## src/rtl/rxr_pkg.sv

```systemverilog
package rxr_pkg;
   typedef enum logic [2:0] {
      ST_IDLE = 3'd0,
      ST_DATA = 3'd1,
      ST_DROP = 3'd2,
      ST_PAD  = 3'd3,
      ST_HDR  = 3'd4
   } rxr_state_e;

   localparam logic [7:0] STAT_GOOD  = 8'h01;
   localparam logic [7:0] STAT_GROUP = 8'h20;
   localparam int         HDR_BYTES  = 4;
endpackage

```

## src/rtl/rxr_space_check.sv

```systemverilog
module rxr_space_check #(
   parameter int PAGE_W     = 8,
   parameter int NEED_BYTES = 1518
) (
   input  logic              run,
   input  logic [PAGE_W-1:0] pg_start,
   input  logic [PAGE_W-1:0] pg_stop,
   input  logic [PAGE_W-1:0] pg_bound,
   input  logic [PAGE_W-1:0] pg_cur,
   output logic              accept
);
   localparam int SW      = PAGE_W + 3;
   localparam int NEED_PG = (NEED_BYTES + 255) / 256;
   localparam logic signed [SW-1:0] NEED_S = SW'(NEED_PG);

   logic signed [SW-1:0] s_start, s_stop, s_bound, s_cur, free_pg;

   assign s_start = $signed({3'b000, pg_start});
   assign s_stop  = $signed({3'b000, pg_stop});
   assign s_bound = $signed({3'b000, pg_bound});
   assign s_cur   = $signed({3'b000, pg_cur});

   // free room in pages; may go negative when pointers are inconsistent
   always_comb begin
      if (s_cur < s_bound) free_pg = s_bound - s_cur;
      else                 free_pg = (s_stop - s_start) - (s_cur - s_bound);
   end

   assign accept = run && (pg_stop > pg_start) && (free_pg >= NEED_S);
endmodule

```

## src/rtl/rxr_hdr_calc.sv

```systemverilog
module rxr_hdr_calc import rxr_pkg::*; #(
   parameter int PAGE_W = 8,
   parameter int LEN_W  = 16
) (
   input  logic [PAGE_W-1:0] base_pg,
   input  logic [PAGE_W-1:0] pg_start,
   input  logic [PAGE_W-1:0] pg_stop,
   input  logic [LEN_W-1:0]  stored_len,
   input  logic              group,
   output logic [PAGE_W-1:0] next_pg,
   output logic [LEN_W-1:0]  total_len,
   output logic [7:0]        status
);
   localparam int SW = LEN_W + 1;

   logic [SW-1:0] span, npg, sum, stop_x, start_x, wrapped;

   assign total_len = stored_len + LEN_W'(HDR_BYTES);
   // record footprint: descriptor + data + 4 trailing bytes, rounded up to pages
   assign span    = {1'b0, stored_len} + SW'(HDR_BYTES + 4 + 255);
   assign npg     = span >> 8;
   assign sum     = SW'(base_pg) + npg;
   assign stop_x  = SW'(pg_stop);
   assign start_x = SW'(pg_start);
   assign wrapped = (sum >= stop_x) ? sum - (stop_x - start_x) : sum;
   assign next_pg = wrapped[PAGE_W-1:0];
   assign status  = group ? (STAT_GOOD | STAT_GROUP) : STAT_GOOD;
endmodule

```

## src/rtl/rxr_ring_writer.sv

```systemverilog
module rxr_ring_writer import rxr_pkg::*; #(
   parameter int PAGE_W        = 8,
   parameter int LEN_W         = 16,
   parameter int MAX_FRAME     = 1514,
   parameter int MIN_FRAME     = 60,
   parameter int PMEM_END_PAGE = 128
) (
   input  logic                clk,
   input  logic                rst_n,
   input  logic                rx_run,
   input  logic [PAGE_W-1:0]   cfg_start,
   input  logic [PAGE_W-1:0]   cfg_stop,
   input  logic [PAGE_W-1:0]   cfg_bound,
   input  logic                cur_we,
   input  logic [PAGE_W-1:0]   cur_wdata,
   output logic [PAGE_W-1:0]   cur_page,
   input  logic                rx_valid,
   input  logic                rx_sof,
   input  logic                rx_eof,
   input  logic [7:0]          rx_data,
   output logic                rx_busy,
   output logic                ram_we,
   output logic [PAGE_W+7:0]   ram_addr,
   output logic [7:0]          ram_wdata,
   output logic                rx_done
);
   localparam int ADDR_W = PAGE_W + 8;
   localparam logic [PAGE_W:0] END_PG = (PAGE_W + 1)'(PMEM_END_PAGE);

   if (PAGE_W < 2)                  begin : g_bad_page  $error("PAGE_W too small");        end
   if (LEN_W < 12)                  begin : g_bad_len   $error("LEN_W cannot hold a frame"); end
   if (MIN_FRAME > MAX_FRAME)       begin : g_bad_min   $error("MIN_FRAME above MAX_FRAME"); end
   if (PMEM_END_PAGE > 2**PAGE_W)   begin : g_bad_end   $error("PMEM_END_PAGE out of range"); end

   rxr_state_e        state;
   logic [PAGE_W-1:0] cur_q, base_q, base_sel, next_pg;
   logic [ADDR_W-1:0] wptr, wptr_adv, first_addr, first_adv;
   logic [LEN_W-1:0]  len_q, len_inc, total_len;
   logic              group_q, accept, pad_need, host_ok;
   logic [1:0]        hdr_idx;
   logic [7:0]        status, hdr_byte;

   function automatic logic [ADDR_W-1:0] advance(input logic [ADDR_W-1:0] a,
                                                  input logic [PAGE_W-1:0] s_pg,
                                                  input logic [PAGE_W-1:0] e_pg);
      logic [ADDR_W-1:0] n;
      n = a + ADDR_W'(1);
      if (n == {e_pg, 8'h00}) n = {s_pg, 8'h00};
      return n;
   endfunction

   rxr_space_check #(.PAGE_W(PAGE_W), .NEED_BYTES(MAX_FRAME + HDR_BYTES)) u_space (
      .run      (rx_run),
      .pg_start (cfg_start),
      .pg_stop  (cfg_stop),
      .pg_bound (cfg_bound),
      .pg_cur   (cur_q),
      .accept   (accept)
   );

   rxr_hdr_calc #(.PAGE_W(PAGE_W), .LEN_W(LEN_W)) u_hdr (
      .base_pg    (base_q),
      .pg_start   (cfg_start),
      .pg_stop    (cfg_stop),
      .stored_len (len_q),
      .group      (group_q),
      .next_pg    (next_pg),
      .total_len  (total_len),
      .status     (status)
   );

   assign base_sel   = ({1'b0, cur_q} >= END_PG) ? cfg_start : cur_q;
   assign first_addr = {base_sel, 8'h00} + ADDR_W'(HDR_BYTES);
   assign first_adv  = advance(first_addr, cfg_start, cfg_stop);
   assign wptr_adv   = advance(wptr, cfg_start, cfg_stop);
   assign len_inc    = (state == ST_IDLE) ? LEN_W'(1) : len_q + LEN_W'(1);
   assign host_ok    = ({1'b0, cur_wdata} < END_PG);

   if (MIN_FRAME > 0) begin : g_pad
      assign pad_need = (len_inc < LEN_W'(MIN_FRAME));
   end else begin : g_nopad
      assign pad_need = 1'b0;
   end

   always_comb begin
      unique case (hdr_idx)
         2'd0:    hdr_byte = status;
         2'd1:    hdr_byte = 8'(next_pg);
         2'd2:    hdr_byte = total_len[7:0];
         default: hdr_byte = total_len[15:8];
      endcase
   end

   always_ff @(posedge clk or negedge rst_n) begin
      if (!rst_n) begin
         state     <= ST_IDLE;
         cur_q     <= '0;
         base_q    <= '0;
         wptr      <= '0;
         len_q     <= '0;
         group_q   <= 1'b0;
         hdr_idx   <= '0;
         ram_we    <= 1'b0;
         ram_addr  <= '0;
         ram_wdata <= '0;
         rx_done   <= 1'b0;
      end else begin
         ram_we  <= 1'b0;
         rx_done <= 1'b0;
         if (cur_we && host_ok) cur_q <= cur_wdata;
         unique case (state)
            ST_IDLE: begin
               if (rx_valid && rx_sof) begin
                  if (accept) begin
                     ram_we    <= 1'b1;
                     ram_addr  <= first_addr;
                     ram_wdata <= rx_data;
                     wptr      <= first_adv;
                     len_q     <= len_inc;
                     group_q   <= rx_data[0];
                     base_q    <= base_sel;
                     hdr_idx   <= '0;
                     if (rx_eof) state <= pad_need ? ST_PAD : ST_HDR;
                     else        state <= ST_DATA;
                  end else if (!rx_eof) begin
                     state <= ST_DROP;
                  end
               end
            end
            ST_DATA: begin
               if (rx_valid) begin
                  ram_we    <= 1'b1;
                  ram_addr  <= wptr;
                  ram_wdata <= rx_data;
                  wptr      <= wptr_adv;
                  len_q     <= len_inc;
                  if (rx_eof) state <= pad_need ? ST_PAD : ST_HDR;
               end
            end
            ST_PAD: begin
               ram_we    <= 1'b1;
               ram_addr  <= wptr;
               ram_wdata <= 8'h00;
               wptr      <= wptr_adv;
               len_q     <= len_inc;
               if (!pad_need) state <= ST_HDR;
            end
            ST_HDR: begin
               ram_we    <= 1'b1;
               ram_addr  <= {base_q, 6'b000000, hdr_idx};
               ram_wdata <= hdr_byte;
               hdr_idx   <= hdr_idx + 2'd1;
               if (hdr_idx == 2'd3) begin
                  cur_q   <= next_pg;
                  rx_done <= 1'b1;
                  state   <= ST_IDLE;
               end
            end
            ST_DROP: begin
               if (rx_valid && rx_eof) state <= ST_IDLE;
            end
            default: state <= ST_IDLE;
         endcase
      end
   end

   assign cur_page = cur_q;
   assign rx_busy  = (state != ST_IDLE);
endmodule

```

## config.mk

```make
export PLATFORM = sky130hd
export DESIGN_NAME = rxr_ring_writer
export DESIGN_NICKNAME = d
export VERILOG_FILES = /design/src/rtl/rxr_pkg.sv /design/src/rtl/rxr_space_check.sv /design/src/rtl/rxr_hdr_calc.sv /design/src/rtl/rxr_ring_writer.sv
export SDC_FILE = /design/constraint.sdc
export NUM_CORES = 1
export LEC_CHECK = 0
export BUFFER_PORTS_ARGS = -buffer_cell sky130_fd_sc_hd__buf_2
export CELL_PAD_IN_SITES_DETAIL_PLACEMENT = 0
export CELL_PAD_IN_SITES_GLOBAL_PLACEMENT = 2
export CORE_UTILIZATION = 37
export DETAILED_ROUTE_END_ITERATION = 6
export PLACE_DENSITY = 0.86
export SYNTH_ARGS = -nofsm -noshare
export SYNTH_HDL_FRONTEND = slang
export SYNTH_SLANG_ARGS = --single-unit
export TNS_END_PERCENT = 20
```

## constraint.sdc

```tcl
create_clock -name clk -period 6.75 [get_ports clk]
set_clock_uncertainty 0.1 [all_clocks]
set_input_delay 0.675 -clock clk [delete_from_list [all_inputs] [get_ports clk]]
set_output_delay 0.675 -clock clk [all_outputs]
set_load 0.01 [all_outputs]
```

==> load_flow_metrics.sql, run 1 <==
INSERT INTO impl_metrics (metric_group, metric, value, unit) VALUES
('synth', 'synthesis.area', '8260', 'um^2'),
('place', 'placed_cells', '1332', ''),
('setup_path', 'cpLargestDelayFamily', 'compound AO/OA/AOI/OAI gates', ''),
('run_status', 'outcome', 'finished clean', ''),
('setup_path', 'critPathBufInv', '1', ''),
('sta', 'period_needed', '5.68', 'ns'),
('cts', 'numClockSinks', '80', ''),
('cts', 'worst_skew_pair.late_latency', '0.36', 'ns'),
('place', 'dpl_cell_area', '8870', 'um^2'),
('layout', 'layout.core_utilization', '0.421', ''),
('setup_path', 'endpoint', 'ram_wdata[3]$_DFFE_PN0P_', ''),
('drt', 'routed_wire_length_per_instance', '19.9', 'um'),
('global_route', 'first_global_vias', '7168', ''),
('sta', 'hold_slack', '0.0111', 'ns'),
('synth', 'synth_edf_count', '0', ''),
('drt', 'drt_first_pass_iters', '5', ''),
('synth', 'ys_async_sr_fraction', '1.00', ''),
('power', 'worst_ir_drop_vdd', '0.192', 'mV'),
('setup_path', 'cp_max_stage_cell', 'o21a_1', ''),
('layout', 'layout-drive-gt1-share', '0.135', ''),
('floorplanning', 'die_y', '151', 'um'),
('sta', 'postLayoutSetupSlackWorst', '1.07', 'ns'),
('min_path', 'worst_hold_path_type', 'input port to async pin', ''),
('synth', 'yosysWarningCount', '0', ''),
('setup_path', 'critPathRequiredTime', '6.89', 'ns'),
('setup_path', 'timing_worst_setup_path_type', 'register to register', ''),
('global_route', 'global_route_wire_length_before_repair', '41500', 'um'),
('drt', 'drtAntennaViolNets', '0', ''),
('cts', 'cts-buffers-inserted', '9', ''),
('setup_path', 'regToRegEndpoint', 'ram_wdata[3]$_DFFE_PN0P_', ''),
('drt', 'drcViolationCount', '0', ''),
('setup_path', 'cp_slowest_stage_delay', '0.50', 'ns'),
('global_route', 'overflow', '0', ''),
('cts', 'htree_num_levels', '3', ''),
('sta', 'maxSlewHeadroom', '0.176', ''),
('power', 'powerDensity', '375', 'nW/um^2'),
('synth', 'synth_top_cell_area_share', '0.242', ''),
('place', 'pre_cts_worst_setup_slack', '1.21', 'ns'),
('sta', 'timing_hold_violations_final', '0', ''),
('setup_path', 'crit_path_cell_trace', 'inv_1 -> ha_1 -> nor2b_1 -> o21ai_0 -> xnor2_1 -> ha_1 -> fa_1 -> a211oi_1 -> o21bai_1 -> a21oi_1 -> xnor2_1 -> ha_1 -> a21oi_1 -> and3_1 -> o21ai_0 -> a211oi_1 -> o21a_1 -> mux2i_1 -> o211ai_1 -> mux2_4', ''),
('cts', 'hold_buffers', '0', ''),
('setup_path', 'r2r_slack', '1.07', 'ns'),
('synth', 'ys_dominant_reg_cell', 'dfrtp_1', ''),
('setup_path', 'cp_max_fo', '10', ''),
('synth', 'synthCells', '1018', ''),
('setup_path', 'worst_setup_path_start_kind', 'register', ''),
('sta', 'finalSetupViolCount', '0', ''),
('global_route', 'maximum_number_of_pins_on_one_net_before_global_route_repair', '76', ''),
('synth', 'synthDominantAreaCellType', 'dfrtp_1', ''),
('global_route', 'globalRouteTotalUtil', '0.241', ''),
('layout', 'syn2layout_area_growth', '11.2', '%'),
('layout', 'finalNonFillerCells', '1348', ''),
('setup_path', 'critical_path.endpoint_type', 'register', ''),
('sta', 'fin_crit_sh', '0.841', ''),
('floorplanning', 'cell_row_count', '54', ''),
('floorplanning', 'design.portCount', '82', ''),
('synth', 'yosys-top-cells-area', 'dfrtp_1 24%, ha_1 10%, nor2_1 4.2%', ''),
('setup_path', 'worst_r2r_startpoint', 'len_q[2]$_DFFE_PN0P_', ''),
('setup_path', 'endpoint_arrival_time_on_the_critical_path', '5.82', 'ns'),
('floorplanning', 'dieWidth', '151', 'um'),
('cts', 'cts_resized', '0', ''),
('synth', 'synthesis.nets', '1144', ''),
('layout', 'antenna-diode-count', '0', ''),
('setup_path', 'timing.reg2reg.worst_path_depth', '20', ''),
('sta', 'tightestPinTransition', '1.23', 'ns'),
('layout', 'final_cell_area', '9180', 'um^2'),
('synth', 'synth.distinct_cells', '75', ''),
('setup_path', 'setup.worst_path.start', 'len_q[2]$_DFFE_PN0P_', ''),
('setup_path', 'critical_path.most_common_cell', 'ha_1', ''),
('cts', 'post-cts-setup-buffer-count', '0', ''),
('place', 'numPortBuffers', '81', '');
how the worst min path moves through the flow:
stage | endpoint | cells past startpoint
finish | state[1]$_DFFE_PN0P_ | 1
global route | state[2]$_DFFE_PN0P_ | 1
CTS | state[1]$_DFFE_PN0P_ | 1
detailed placement | group_q$_DFFE_PN0P_ | 1
global placement | state[1]$_DFFE_PN0P_ | 1
floorplan | base_q[0]$_DFFE_PN0P_ | 0
sequential cells by signal, indices dropped and copies added (netlist names):
name and count:
hdr_idx 2, ram_we 1, base_q 8, state 3, rx_done 1, ram_addr 16
ram_wdata 8, cur_page 8, len_q 16, group_q 1, wptr 16
logic make-up (layout without fill, tap and decap cells):
family	Yosys count	in the layout	share of synthesized area
flops	80	80	0.242
compound gates	272	272	0.216
buf+inv	134	184	0.0646
simple gates	335	335	0.198
xor+xnor	61	61	0.0697
fa+ha+maj	79	79	0.131
mux	57	57	0.0786
cell usage in the layout, fill, tap and decap left out, types with 5 or more instances in the layout:
master / n
a211oi_1: 15
a21o_1: 13
a21oi_1: 58
a22o_1: 6
a22oi_1: 11
a31oi_1: 26
and2_1: 6
and3_1: 9
buf_2: 80
buf_4: 12
clkbuf_16: 9
dfrtp_1: 80
fa_1: 12
ha_1: 67
inv_1: 76
mux2_1: 14
mux2_2: 9
mux2_4: 10
mux2i_1: 24
nand2_1: 90
nand2b_1: 12
nand3_1: 35
nand4_1: 17
nor2_1: 92
nor2b_1: 11
nor3_1: 20
nor4_1: 9
o211ai_1: 15
o21a_1: 10
o21ai_0: 55
o21ai_1: 5
o22ai_1: 6
o31ai_1: 6
xnor2_1: 36
xor2_1: 22
cells in the mapped netlist (11+ instances only):
library cell	n
nor2_1	93
nand2_1	90
dfrtp_1	80
inv_1	76
ha_1	67
a21oi_1	58
o21ai_0	56
clkbuf_1	40
xnor2_1	36
nand3_1	35
a31oi_1	26
mux2i_1	24
xor2_1	22
nor3_1	21
nand4_1	17
a211oi_1	15
o211ai_1	15
mux2_1	14
a21o_1	13
fa_1	12
nand2b_1	12
a22oi_1	11
nor2b_1	11
routing by layer:
metal  part of all wire  global-route usage  up-vias  wire length, um
met1               0.48               0.340     3728            12800
met5                  0                   0        -                0
met4              0.021              0.0690        0              566
met3              0.046              0.0380       33             1240
met2               0.45               0.379      213            12200
li1                   -                   -     3747                -
power by group:
| group | switching, mW | internal (mW) |
|---|---|---|
| Sequential | 0.239 | 0.645 |
| Combinational | 1.18 | 0.836 |
| Clock | 0.242 | 0.295 |
worst reg2reg max path, delay by kind of cell (launching register included):
| family | cells | cell delay (ns) |
|---|---|---|
| AOI/OAI and AO/OA | 9 | 2.23 |
| xor gates and xnor gates | 2 | 0.43 |
| adders and majority gates | 4 | 1.25 |
| buffers and inverters | 1 | 0.16 |
| DFF | 1 | 0.48 |
| muxes | 2 | 0.62 |
| and+or+nand+nor | 2 | 0.27 |
layout make-up:
class,count,area [um^2]
repair buffers,92,490
clock buffers,9,225
clock inverters,7,85.1
inverters,76,285
multi-input cells,804,5740
flip-flops and latches,80,2000
fillers,2284,12600
well taps,280,350
No activity file was read; power rests on OpenSTA's default activity.
==> inputs of run 2 (changes only) <==
==> constraint.sdc (replaced) <==
create_clock -name clk -period 5.8 [get_ports clk]
set_clock_uncertainty 0.1 [all_clocks]
set_input_delay 0.58 -clock clk [delete_from_list [all_inputs] [get_ports clk]]
set_output_delay 0.58 -clock clk [all_outputs]
set_load 0.01 [all_outputs]
==> load_flow_metrics.sql, run 2 (synthesis results as in run 1) <==
INSERT INTO impl_metrics (metric_group, metric, value, unit) VALUES
('setup_path', 'timing.reg2reg.worst_path_depth', '20', ''),
('cts', 'cts_tree', 'built', ''),
('power', 'worst_ir_drop_vdd', '0.253', 'mV'),
('place', 'dpl_cell_area', '8920', 'um^2'),
('drt', 'drt_first_pass_iters', '5', ''),
('drt', 'vias', '7687', ''),
('global_route', 'globalRouteTotalUtil', '0.238', ''),
('min_path', 'timing.hold.worst_path_depth', '3', ''),
('min_path', 'worst_hold_path_type', 'input port to register', ''),
('sta', 'setup-tns-final', '0', 'ns'),
('sta', 'finalSetupViolCount', '0', ''),
('setup_path', 'worst_setup_path_start_kind', 'register', ''),
('layout', 'commonest_non_fill_non_tap_cells_in_the_layout', '92 x nor2_1, 90 x nand2_1, 80 x dfrtp_1, 80 x buf_2, 76 x inv_1', ''),
('setup_path', 'critical_path.endpoint_type', 'register', ''),
('layout', 'final_cell_area', '9260', 'um^2'),
('layout', 'antenna-diode-count', '0', ''),
('cts', 'worst_setup_hold_path_clk_slew', '0.07', 'ns'),
('place', 'place.detailed.hpwl', '20700', 'um'),
('cts', 'numClockSinks', '80', ''),
('sta', 'highest_clock_rate', '186', 'MHz'),
('run_status', 'outcome', 'finished clean', ''),
('drt', 'drcViolationCount', '0', ''),
('layout', 'syn2layout_area_growth', '12.1', '%'),
('place', 'place.gp.congestion', '0.897', ''),
('floorplanning', 'die_area', '22900', 'um^2'),
('cts', 'htree_num_levels', '3', ''),
('setup_path', 'cp_max_stage_cell', 'dfrtp_1', ''),
('sta', 'timing_hold_violations_final', '0', ''),
('power', 'power_leakage', '4.32', 'nW'),
('cts', 'ctsLongestPathBuffers', '2', ''),
('global_route', 'first_global_vias', '7306', ''),
('global_route', 'maximum_number_of_pins_on_one_net_before_global_route_repair', '68', ''),
('setup_path', 'worst_r2r_startpoint', 'len_q[2]$_DFFE_PN0P_', ''),
('cts', 'cts-buffers-inserted', '9', ''),
('layout', 'largestRegisters', 'len_q x16, ram_addr x16, wptr x16', ''),
('floorplanning', 'dieWidth', '151', 'um'),
('cts', 'post-cts-setup-buffer-count', '0', ''),
('sta', 'rsz0062_at_grt', 'false', ''),
('setup_path', 'critical_path.most_common_cell', 'ha_1', ''),
('cts', 'worst_skew_pair.late_latency', '0.36', 'ns'),
('setup_path', 'endpoint_arrival_time_on_the_critical_path', '5.52', 'ns'),
('drt', 'drtAntennaViolNets', '0', ''),
('floorplanning', 'die_y', '151', 'um'),
('sta', 'fin_crit_sh', '0.926', ''),
('setup_path', 'cpLargestDelayFamily', 'compound AO/OA/AOI/OAI gates', ''),
('layout', 'layout-drive-gt1-share', '0.140', ''),
('sta', 'tightestPinTransition', '0.936', 'ns'),
('setup_path', 'cp_slowest_stage_delay', '0.48', 'ns'),
('flow_run', 'max_cap_viol_count', '0', ''),
('drt', 'initialDrtViolationCount', '569', ''),
('global_route', 'overflow', '0', ''),
('drt', 'avg_vias_per_cell', '5.67', ''),
('setup_path', 'regToRegEndpoint', 'ram_wdata[1]$_DFFE_PN0P_', ''),
('setup_path', 'critPathRequiredTime', '5.95', 'ns'),
('sta', 'maxSlewHeadroom', '0.376', ''),
('sta', 'period_needed', '5.37', 'ns'),
('global_route', 'global_route_wire_length_before_repair', '41100', 'um'),
('setup_path', 'cp_max_fo', '10', ''),
('setup_path', 'timing_worst_setup_path_type', 'register to register', ''),
('power', 'total_power', '4.04', 'mW'),
('layout', 'design.final.nets', '1196', ''),
('floorplanning', 'cell_row_count', '54', ''),
('setup_path', 'critPathBufInv', '1', ''),
('min_path', 'hold_end', 'ram_wdata[7]$_DFFE_PN0P_', ''),
('min_path', 'min_delay_startpoint', 'rx_data[7]', ''),
('layout', 'layout.core_utilization', '0.424', ''),
('floorplanning', 'core_area', '21800', 'um^2'),
('floorplanning', 'design.portCount', '82', ''),
('layout', 'final_common_cell', 'nor2_1', ''),
('setup_path', 'crit_path_cell_trace', 'inv_1 -> ha_1 -> nor2b_1 -> o21ai_0 -> xnor2_1 -> ha_1 -> fa_1 -> a211oi_1 -> o21bai_1 -> a21oi_1 -> xnor2_1 -> ha_1 -> a21oi_1 -> and3_1 -> o21ai_0 -> a211oi_1 -> o21a_2 -> mux2i_1 -> o311ai_0 -> and3_1', ''),
('sta', 'final_max_slew_viol_count', '0', ''),
('drt', 'postRouteWirelength', '26500', 'um'),
('place', 'numPortBuffers', '81', ''),
('cts', 'clockRootBuffer', 'clkbuf_16', ''),
('drt', 'routed_wire_length_per_instance', '19.6', 'um'),
('power', 'powerDensity', '437', 'nW/um^2'),
('setup_path', 'r2r_slack', '0.43', 'ns'),
('global_route', 'antenna_found_initial', '0', ''),
('floorplanning', 'initial_utilization', '0.378', '');
[run 2: changes by cell type in the layout (fill, tap and decap cells not counted)]
cell | before | now
inv_6 | 3 | 4
buf_4 | 12 | 18
o21a_2 | 0 | 1
o21a_1 | 10 | 9
bufinv_16 | 1 | 2
clkinv_4 | 2 | 0
dlygate4sd3_1 | 0 | 1
[run 2: power breakdown]
part | internal, mW | switching [mW] | leakage [nW]
Clock | 0.387 | 0.274 | 0.163
Sequential | 0.750 | 0.281 | 1.03
Combinational | 0.981 | 1.37 | 3.13
Total | 2.12 | 1.92 | 4.32
[run 2: worst max-delay path by stage]
stage          cells past startpoint  slack [ns]                 start                       end
2_1_floorplan                     20        1.06  len_q[2]$_DFFE_PN0P_  ram_wdata[3]$_DFFE_PN0P_
3_3_place_gp                      20        0.47  len_q[2]$_DFFE_PN0P_  ram_wdata[1]$_DFFE_PN0P_
3_5_place_dp                      20        0.30  len_q[2]$_DFFE_PN0P_  ram_wdata[1]$_DFFE_PN0P_
4_1_cts                           20        0.29  len_q[2]$_DFFE_PN0P_  ram_wdata[1]$_DFFE_PN0P_
5_1_grt                           20        0.07  len_q[2]$_DFFE_PN0P_  ram_wdata[7]$_DFFE_PN0P_
6_report                          20        0.43  len_q[2]$_DFFE_PN0P_  ram_wdata[1]$_DFFE_PN0P_
[run 2: through the flow]
stage,hold slack (ns),cells,worst slack [ns]
4_1_cts,0.372,1355,0.294
3_3_place_gp,0.345,1338,0.468
2_1_floorplan,0.184,1018,1.06
3_5_place_dp,0.349,1338,0.300
6_report,0.372,1355,0.428
5_1_grt,0.372,1355,0.0688
[run 2: layout make-up]
class | instances | area [um^2]
Clock buffer | 9 | 225
Clock inverter | 7 | 106
Fill cell | 2227 | 12600
Inverter | 76 | 285
Multi-Input combinational cell | 804 | 5740
Sequential cell | 80 | 2000
Tap cell | 280 | 350
Timing Repair Buffer | 99 | 546
[run 2: tightest hold or removal path: stages]
cell      delay (ns)
buf_2           0.10
nand2_1         0.05
a211oi_1        0.06
[run 2: repair_timing]
item | CTS | global route
hold buffers | 1 | 0
resized for setup | 0 | 1
endpoints found under the hold margin | 13 | 0
setup endpoints to repair | 0 | 3
[run 2: layer usage]
layer	track usage	vias up	wire length (um)
met1	0.331	3701	12700
met2	0.381	187	12100
met3	0.0349	34	1180
met4	0.0660	0	527
met5	0	-	0
li1	-	3765	-
